$ cat src/rtl/irq_cascade_pkg.sv
package irq_cascade_pkg;
  localparam int BUS_AW = 3;
  localparam int BUS_DW = 32;

  typedef enum logic [BUS_AW-1:0] {
    SEL_RAW     = 3'd0,
    SEL_MASK    = 3'd1,
    SEL_ACTIVE  = 3'd2,
    SEL_WINNER  = 3'd3,
    SEL_SUBRAW  = 3'd4,
    SEL_SUBMASK = 3'd5
  } reg_sel_e;
endpackage

$ cat src/rtl/icu_sub_cascade.sv
module icu_sub_cascade #(
  parameter int NUM_SUB        = 11,
  parameter int SUBS_PER_GROUP = 3,
  localparam int NUM_GROUPS    = (NUM_SUB + SUBS_PER_GROUP - 1) / SUBS_PER_GROUP
) (
  input  logic                  clk,
  input  logic                  rst,
  input  logic [NUM_SUB-1:0]    sub_in,
  input  logic [NUM_SUB-1:0]    clr_bits,
  input  logic                  mask_we,
  input  logic [NUM_SUB-1:0]    mask_wval,
  output logic [NUM_SUB-1:0]    sub_pend_q,
  output logic [NUM_SUB-1:0]    sub_mask_q,
  output logic [NUM_GROUPS-1:0] grp_req
);
  logic [NUM_SUB-1:0] live;

  always_ff @(posedge clk) begin
    if (rst) begin
      sub_pend_q <= '0;
      sub_mask_q <= '1;
    end else begin
      sub_pend_q <= (sub_pend_q & ~clr_bits) | sub_in;
      if (mask_we) sub_mask_q <= mask_wval;
    end
  end

  assign live = sub_pend_q & ~sub_mask_q;

  for (genvar g = 0; g < NUM_GROUPS; g++) begin : g_grp
    localparam int LO = g * SUBS_PER_GROUP;
    localparam int HI = ((LO + SUBS_PER_GROUP) > NUM_SUB) ? NUM_SUB - 1
                                                          : LO + SUBS_PER_GROUP - 1;
    assign grp_req[g] = |live[HI:LO];
  end
endmodule

$ cat src/rtl/icu_src_latch.sv
module icu_src_latch #(
  parameter int NUM_MAIN = 32
) (
  input  logic                clk,
  input  logic                rst,
  input  logic [NUM_MAIN-1:0] req,
  input  logic [NUM_MAIN-1:0] clr_bits,
  output logic [NUM_MAIN-1:0] pend_q
);
  always_ff @(posedge clk) begin
    if (rst) pend_q <= '0;
    else     pend_q <= (pend_q & ~clr_bits) | req;
  end
endmodule

$ cat src/rtl/icu_arbiter.sv
module icu_arbiter #(
  parameter int N      = 32,
  localparam int IDX_W = (N > 1) ? $clog2(N) : 1
) (
  input  logic [N-1:0]     cand,
  output logic [N-1:0]     grant,
  output logic [IDX_W-1:0] grant_idx,
  output logic             any
);
  always_comb begin
    grant     = '0;
    grant_idx = '0;
    any       = 1'b0;
    for (int i = 0; i < N; i++) begin
      if (cand[i] && !any) begin
        any       = 1'b1;
        grant[i]  = 1'b1;
        grant_idx = IDX_W'(i);
      end
    end
  end
endmodule

$ cat src/rtl/irq_cascade_ctrl.sv
module irq_cascade_ctrl
  import irq_cascade_pkg::*;
#(
  parameter int NUM_MAIN       = 32,
  parameter int NUM_SUB        = 11,
  parameter int SUBS_PER_GROUP = 3,
  parameter int PARENT_BASE    = 28
) (
  input  logic                clk,
  input  logic                rst,
  input  logic [NUM_MAIN-1:0] irq_in,
  input  logic [NUM_SUB-1:0]  sub_in,
  input  logic [BUS_AW-1:0]   bus_addr,
  input  logic [BUS_DW-1:0]   bus_wdata,
  input  logic                bus_we,
  output logic [BUS_DW-1:0]   bus_rdata,
  output logic                irq_o
);
  localparam int NUM_GROUPS = (NUM_SUB + SUBS_PER_GROUP - 1) / SUBS_PER_GROUP;
  localparam int IDX_W      = (NUM_MAIN > 1) ? $clog2(NUM_MAIN) : 1;

  logic [NUM_MAIN-1:0]   main_req;
  logic [NUM_MAIN-1:0]   src_pend;
  logic [NUM_MAIN-1:0]   main_mask;
  logic [NUM_MAIN-1:0]   active_q;
  logic [IDX_W-1:0]      win_idx;
  logic [NUM_MAIN-1:0]   grant;
  logic [IDX_W-1:0]      grant_idx;
  logic                  grant_any;
  logic [NUM_SUB-1:0]    sub_pend;
  logic [NUM_SUB-1:0]    sub_mask;
  logic [NUM_GROUPS-1:0] grp_req;
  logic [NUM_MAIN-1:0]   wr_main;
  logic [NUM_SUB-1:0]    wr_sub;
  logic                  we_raw, we_mask, we_active, we_subraw, we_submask;
  logic [NUM_MAIN-1:0]   active_left;

  assign wr_main    = bus_wdata[NUM_MAIN-1:0];
  assign wr_sub     = bus_wdata[NUM_SUB-1:0];
  assign we_raw     = bus_we && (bus_addr == SEL_RAW);
  assign we_mask    = bus_we && (bus_addr == SEL_MASK);
  assign we_active  = bus_we && (bus_addr == SEL_ACTIVE);
  assign we_subraw  = bus_we && (bus_addr == SEL_SUBRAW);
  assign we_submask = bus_we && (bus_addr == SEL_SUBMASK);

  icu_sub_cascade #(.NUM_SUB(NUM_SUB), .SUBS_PER_GROUP(SUBS_PER_GROUP)) u_sub (
    .clk(clk), .rst(rst), .sub_in(sub_in),
    .clr_bits(we_subraw ? wr_sub : '0),
    .mask_we(we_submask), .mask_wval(wr_sub),
    .sub_pend_q(sub_pend), .sub_mask_q(sub_mask), .grp_req(grp_req)
  );

  always_comb begin
    main_req = irq_in;
    for (int g = 0; g < NUM_GROUPS; g++) begin
      main_req[PARENT_BASE + g] = irq_in[PARENT_BASE + g] | grp_req[g];
    end
  end

  icu_src_latch #(.NUM_MAIN(NUM_MAIN)) u_src (
    .clk(clk), .rst(rst), .req(main_req),
    .clr_bits(we_raw ? wr_main : '0), .pend_q(src_pend)
  );

  icu_arbiter #(.N(NUM_MAIN)) u_arb (
    .cand(src_pend & ~main_mask), .grant(grant),
    .grant_idx(grant_idx), .any(grant_any)
  );

  assign active_left = active_q & ~(we_active ? wr_main : '0);

  always_ff @(posedge clk) begin
    if (rst) begin
      main_mask <= '1;
      active_q  <= '0;
      win_idx   <= '0;
      irq_o     <= 1'b0;
    end else begin
      if (we_mask) main_mask <= wr_main;
      if (active_q == '0) begin
        if (grant_any) begin
          active_q <= grant;
          win_idx  <= grant_idx;
          irq_o    <= 1'b1;
        end
      end else if (active_left == '0) begin
        active_q <= '0;
        win_idx  <= '0;
        irq_o    <= 1'b0;
      end
    end
  end

  always_ff @(posedge clk) begin
    if (rst) begin
      bus_rdata <= '0;
    end else begin
      unique case (bus_addr)
        SEL_RAW:     bus_rdata <= BUS_DW'(src_pend);
        SEL_MASK:    bus_rdata <= BUS_DW'(main_mask);
        SEL_ACTIVE:  bus_rdata <= BUS_DW'(active_q);
        SEL_WINNER:  bus_rdata <= BUS_DW'(win_idx);
        SEL_SUBRAW:  bus_rdata <= BUS_DW'(sub_pend);
        SEL_SUBMASK: bus_rdata <= BUS_DW'(sub_mask);
        default:     bus_rdata <= '0;
      endcase
    end
  end
endmodule


$ cat config.mk
export PLATFORM = sky130hd
export DESIGN_NAME = irq_cascade_ctrl
export DESIGN_NICKNAME = d
export VERILOG_FILES = /design/src/rtl/irq_cascade_pkg.sv /design/src/rtl/icu_sub_cascade.sv /design/src/rtl/icu_src_latch.sv /design/src/rtl/icu_arbiter.sv /design/src/rtl/irq_cascade_ctrl.sv
export SDC_FILE = /design/constraint.sdc
export NUM_CORES = 1
export LEC_CHECK = 0
export BUFFER_PORTS_ARGS = -buffer_cell sky130_fd_sc_hd__buf_2
export CORE_ASPECT_RATIO = 0.8
export CORE_UTILIZATION = 40
export CTS_CLUSTER_DIAMETER = 30
export DETAILED_ROUTE_END_ITERATION = 10
export GPL_TIMING_DRIVEN = 0
export PLACE_DENSITY = 0.6
export SETUP_SLACK_MARGIN = 0.3
export SLEW_MARGIN = 20
export SYNTH_ARGS = -nofsm -noshare
export SYNTH_HDL_FRONTEND = slang
export SYNTH_HIERARCHICAL = 1
export SYNTH_SLANG_ARGS = --single-unit
$ cat constraint.sdc
create_clock -name clk -period 4.85 [get_ports clk]
set_clock_uncertainty 0.15 [all_clocks]
set_input_delay 0.2425 -clock clk [delete_from_list [all_inputs] [get_ports clk]]
set_output_delay 0.2425 -clock clk [all_outputs]
set_load 0.005 [all_outputs]
==> metrics.md <==
| Metric | Value |
|---|---|
| Period utilization | `0.760` |
| Fraction of layout cells with a size suffix above 1 | `0.153` |
| H-tree depth | `4` |
| Pwr per Cell Area | `329 nW/um2` |
| Nets@finish | `1,219` |
| Top cell type's share of synthesized area | `0.407` |
| Top post-synthesis cells by area | `dfxtp_1 41%, a21oi_1 4.9%, mux2i_1 4.6%` |
| Area grow syn2layout | `28.5%` |
| Post-synth EDFFs | `0` |
| Routability congestion estimate | `0.927` |
| Final hold slack | `5.53 ps` |
| Final core occ | `0.534` |
| Endpoints failing hold | `0` |
| Vias in the first global route | `6,785` |
| Post-DR vias/cell | `5.22` |
| DRT Wirelength | `24,600 um` |
| Die height | `126 um` |
| CP Capture Type | `flip-flop` |
| Iteration count of the initial detailed-routing pass | `5` |
| Mapped Area | `7660 um2` |
| GRT Util Overall | `0.256` |
| Rel. slew slack | `0.318` |
| Largest area contributor in the netlist | `dfxtp_1` |
| Hold Crit Class | `input pin to flip-flop` |
| Syn Inst Count | `936` |
| WS Path Type | `flip-flop to flip-flop` |
| Global route overflow | `0` |
| First-pass GRT wire length | `38,200 um` |
| YS warnings | `6` |
| Initial core utilization | `0.416` |
| Clk Tree Root Cell | `clkbuf_16` |
| Worst r2r path cells | `9` |
| CTS clk-pin slew, worst paths | `60 ps` |
| I/O pins | `114` |
| Max VDD drop | `0.193 mV` |
| Post-route cell area | `9850 um2` |
| DP Area | `8540 um2` |
| Core Area | `18,400 um2` |
| Worst hold stages | `4` |
| Crit path required time | `5020 ps` |
| CTS Sinks | `156` |
| 1st-iter DRT viols | `551` |
| Post-DRT Antenna Nets | `0` |
| Commonest cells post-synth | `156 x dfxtp_1, 93 x nand2_1, 86 x nor2_1, 75 x a21oi_1, 61 x inv_1` |
| IO buf count | `111` |
| # rows | `44` |
| FF+latch count, synth | `156` |
| Largest net degree at the start of global routing | `17` |
| Post-Syn Nets | `1,017` |
| FMAX | `271 MHz` |
| CTS max path bufs | `2` |
| Outcome | `completed` |
| Via count | `7,332` |
| Pin slew with the least headroom to its limit | `1020 ps` |
| Max Slew Vio Count | `0` |
| Arrival time worst endpoint | `3860 ps` |
| Post-synth ARST share | `0` |
| Setup TNS Final | `0 ps` |
| TritonCTS buffer count | `17` |
| TritonCTS clock tree | `done` |
| Leak pwr | `0.00440 uW` |
| Maxcap violations | `0` |
| Antenna violations before repair | `2` |
| Mean post-synth cell area | `8.19 um2` |
| Startpoint Class | `flip-flop` |
| Die area | `19,700 um2` |
| DR DRC count | `0` |
| Clk_lat worst skew | `430 ps` |
| Final Critical Period | `3690 ps` |
| Post-CTS sizing | `0` |
| CP max FO | `10` |
| Sequential share of the synthesized area | `0.407` |
| Most numerous cell in the Yosys netlist | `dfxtp_1` |
| Number of setup buffers added after CTS | `0` |
| Die W | `157 um` |
| Avg WL per Cell | `17.5 um` |
| Unique masters post-synth | `59` |
| Predominant post-synthesis flop cell | `dfxtp_1` |
| Final setup fails | `0` |
| RSZ-0062 raised after global routing | `false` |
| Hpwl dp | `18,100 um` |
[logic make-up after synthesis]
group,synth area share
AOI/OAI and AO/OA,0.173
buffers and inverters,0.0628
DFF,0.407
muxes,0.0604
and+or+nand+nor,0.296
[through the flow]
step	std cells	setup slack [ps]	power (uW)
floorplan	936	2070	1680
global placement	1300	1300	1840
detailed placement	1300	1330	1850
CTS	1403	1310	3250
global route	1403	1010	3360
finish	1404	1160	3240
[cells in the final DEF, fill, tap and decap left out, types with 4 or more instances in the layout]
master	netlist	final
a2111oi_0	7	7
a211o_1	11	11
a211oi_1	7	7
a21boi_0	22	22
a21oi_1	75	75
a22o_1	33	33
a31oi_1	8	8
a32o_1	4	4
and2_1	50	50
and3_1	10	10
buf_1	8	8
buf_2	10	121
buf_6	5	5
clkbuf_1	28	30
clkbuf_16	0	17
dfxtp_1	156	156
dlygate4sd3_1	0	72
inv_1	61	61
mux2_2	4	4
mux2i_1	35	35
nand2_1	93	93
nand2b_1	49	49
nand3_1	36	36
nor2_1	86	86
nor2b_1	47	47
nor3_1	13	13
nor4_1	15	15
o211ai_1	4	4
o21ai_0	4	4
or2_2	6	6
[sequential cells by signal, summed over array words and instances (netlist names)]
signal / cells
irq_o: 1
active_q: 32
main_mask: 32
u_sub/sub_pend_q: 11
u_sub/sub_mask_q: 11
win_idx: 5
bus_rdata: 32
u_src/pend_q: 32
[layout make-up]
| class | count | area [um2] |
|---|---|---|
| fillers | 1799 | 8590 |
| multi-input cells | 666 | 4060 |
| flip-flops and latches | 156 | 3120 |
| repair buffers | 183 | 1280 |
| clock buffers | 20 | 447 |
| well taps | 253 | 317 |
| plain buffers | 52 | 249 |
| inverters | 62 | 233 |
| clock inverters | 11 | 145 |
| diodes | 1 | 2.50 |
[where the power goes]
part | internal [uW] | switching, uW | total (uW)
Combinational | 206 | 276 | 482
Clock | 818 | 549 | 1370
Sequential | 1350 | 44.1 | 1390
[what timing repair did]
action | 4_1_cts | 5_1_grt
setup endpoints to repair | 0 | 0
hold buffers | 72 | 0
hold endpoints to repair | 83 | 0
[layer usage]
layer | vias to the layer above | track usage | share of wire
met5 | - | 0 | 0
met4 | 0 | 0.0755 | 0.011
met3 | 24 | 0.0492 | 0.072
met2 | 261 | 0.365 | 0.41
met1 | 3432 | 0.386 | 0.50
li1 | 3615 | - | -
[worst paths after layout]
path                            slack [ps]             from          endpoint
worst min register to register         340    main_mask[31]     main_mask[31]
worst max register to register        1160  u_src/pend_q[1]      active_q[10]
worst max-delay path                  1160  u_src/pend_q[1]      active_q[10]
worst min-delay path                     6       irq_in[30]  u_src/pend_q[30]
[critical path, stage by stage, from the launching register on]
cell and delay, ps:
dfxtp_1 330, nor2b_1 220, nor4_4 530, nand3_1 380, nor4_2 720, nand3_1 170
and3_1 190, clkbuf_1 250, clkbuf_1 330, a22o_1 300
No activity file was read; power rests on OpenSTA's default activity.
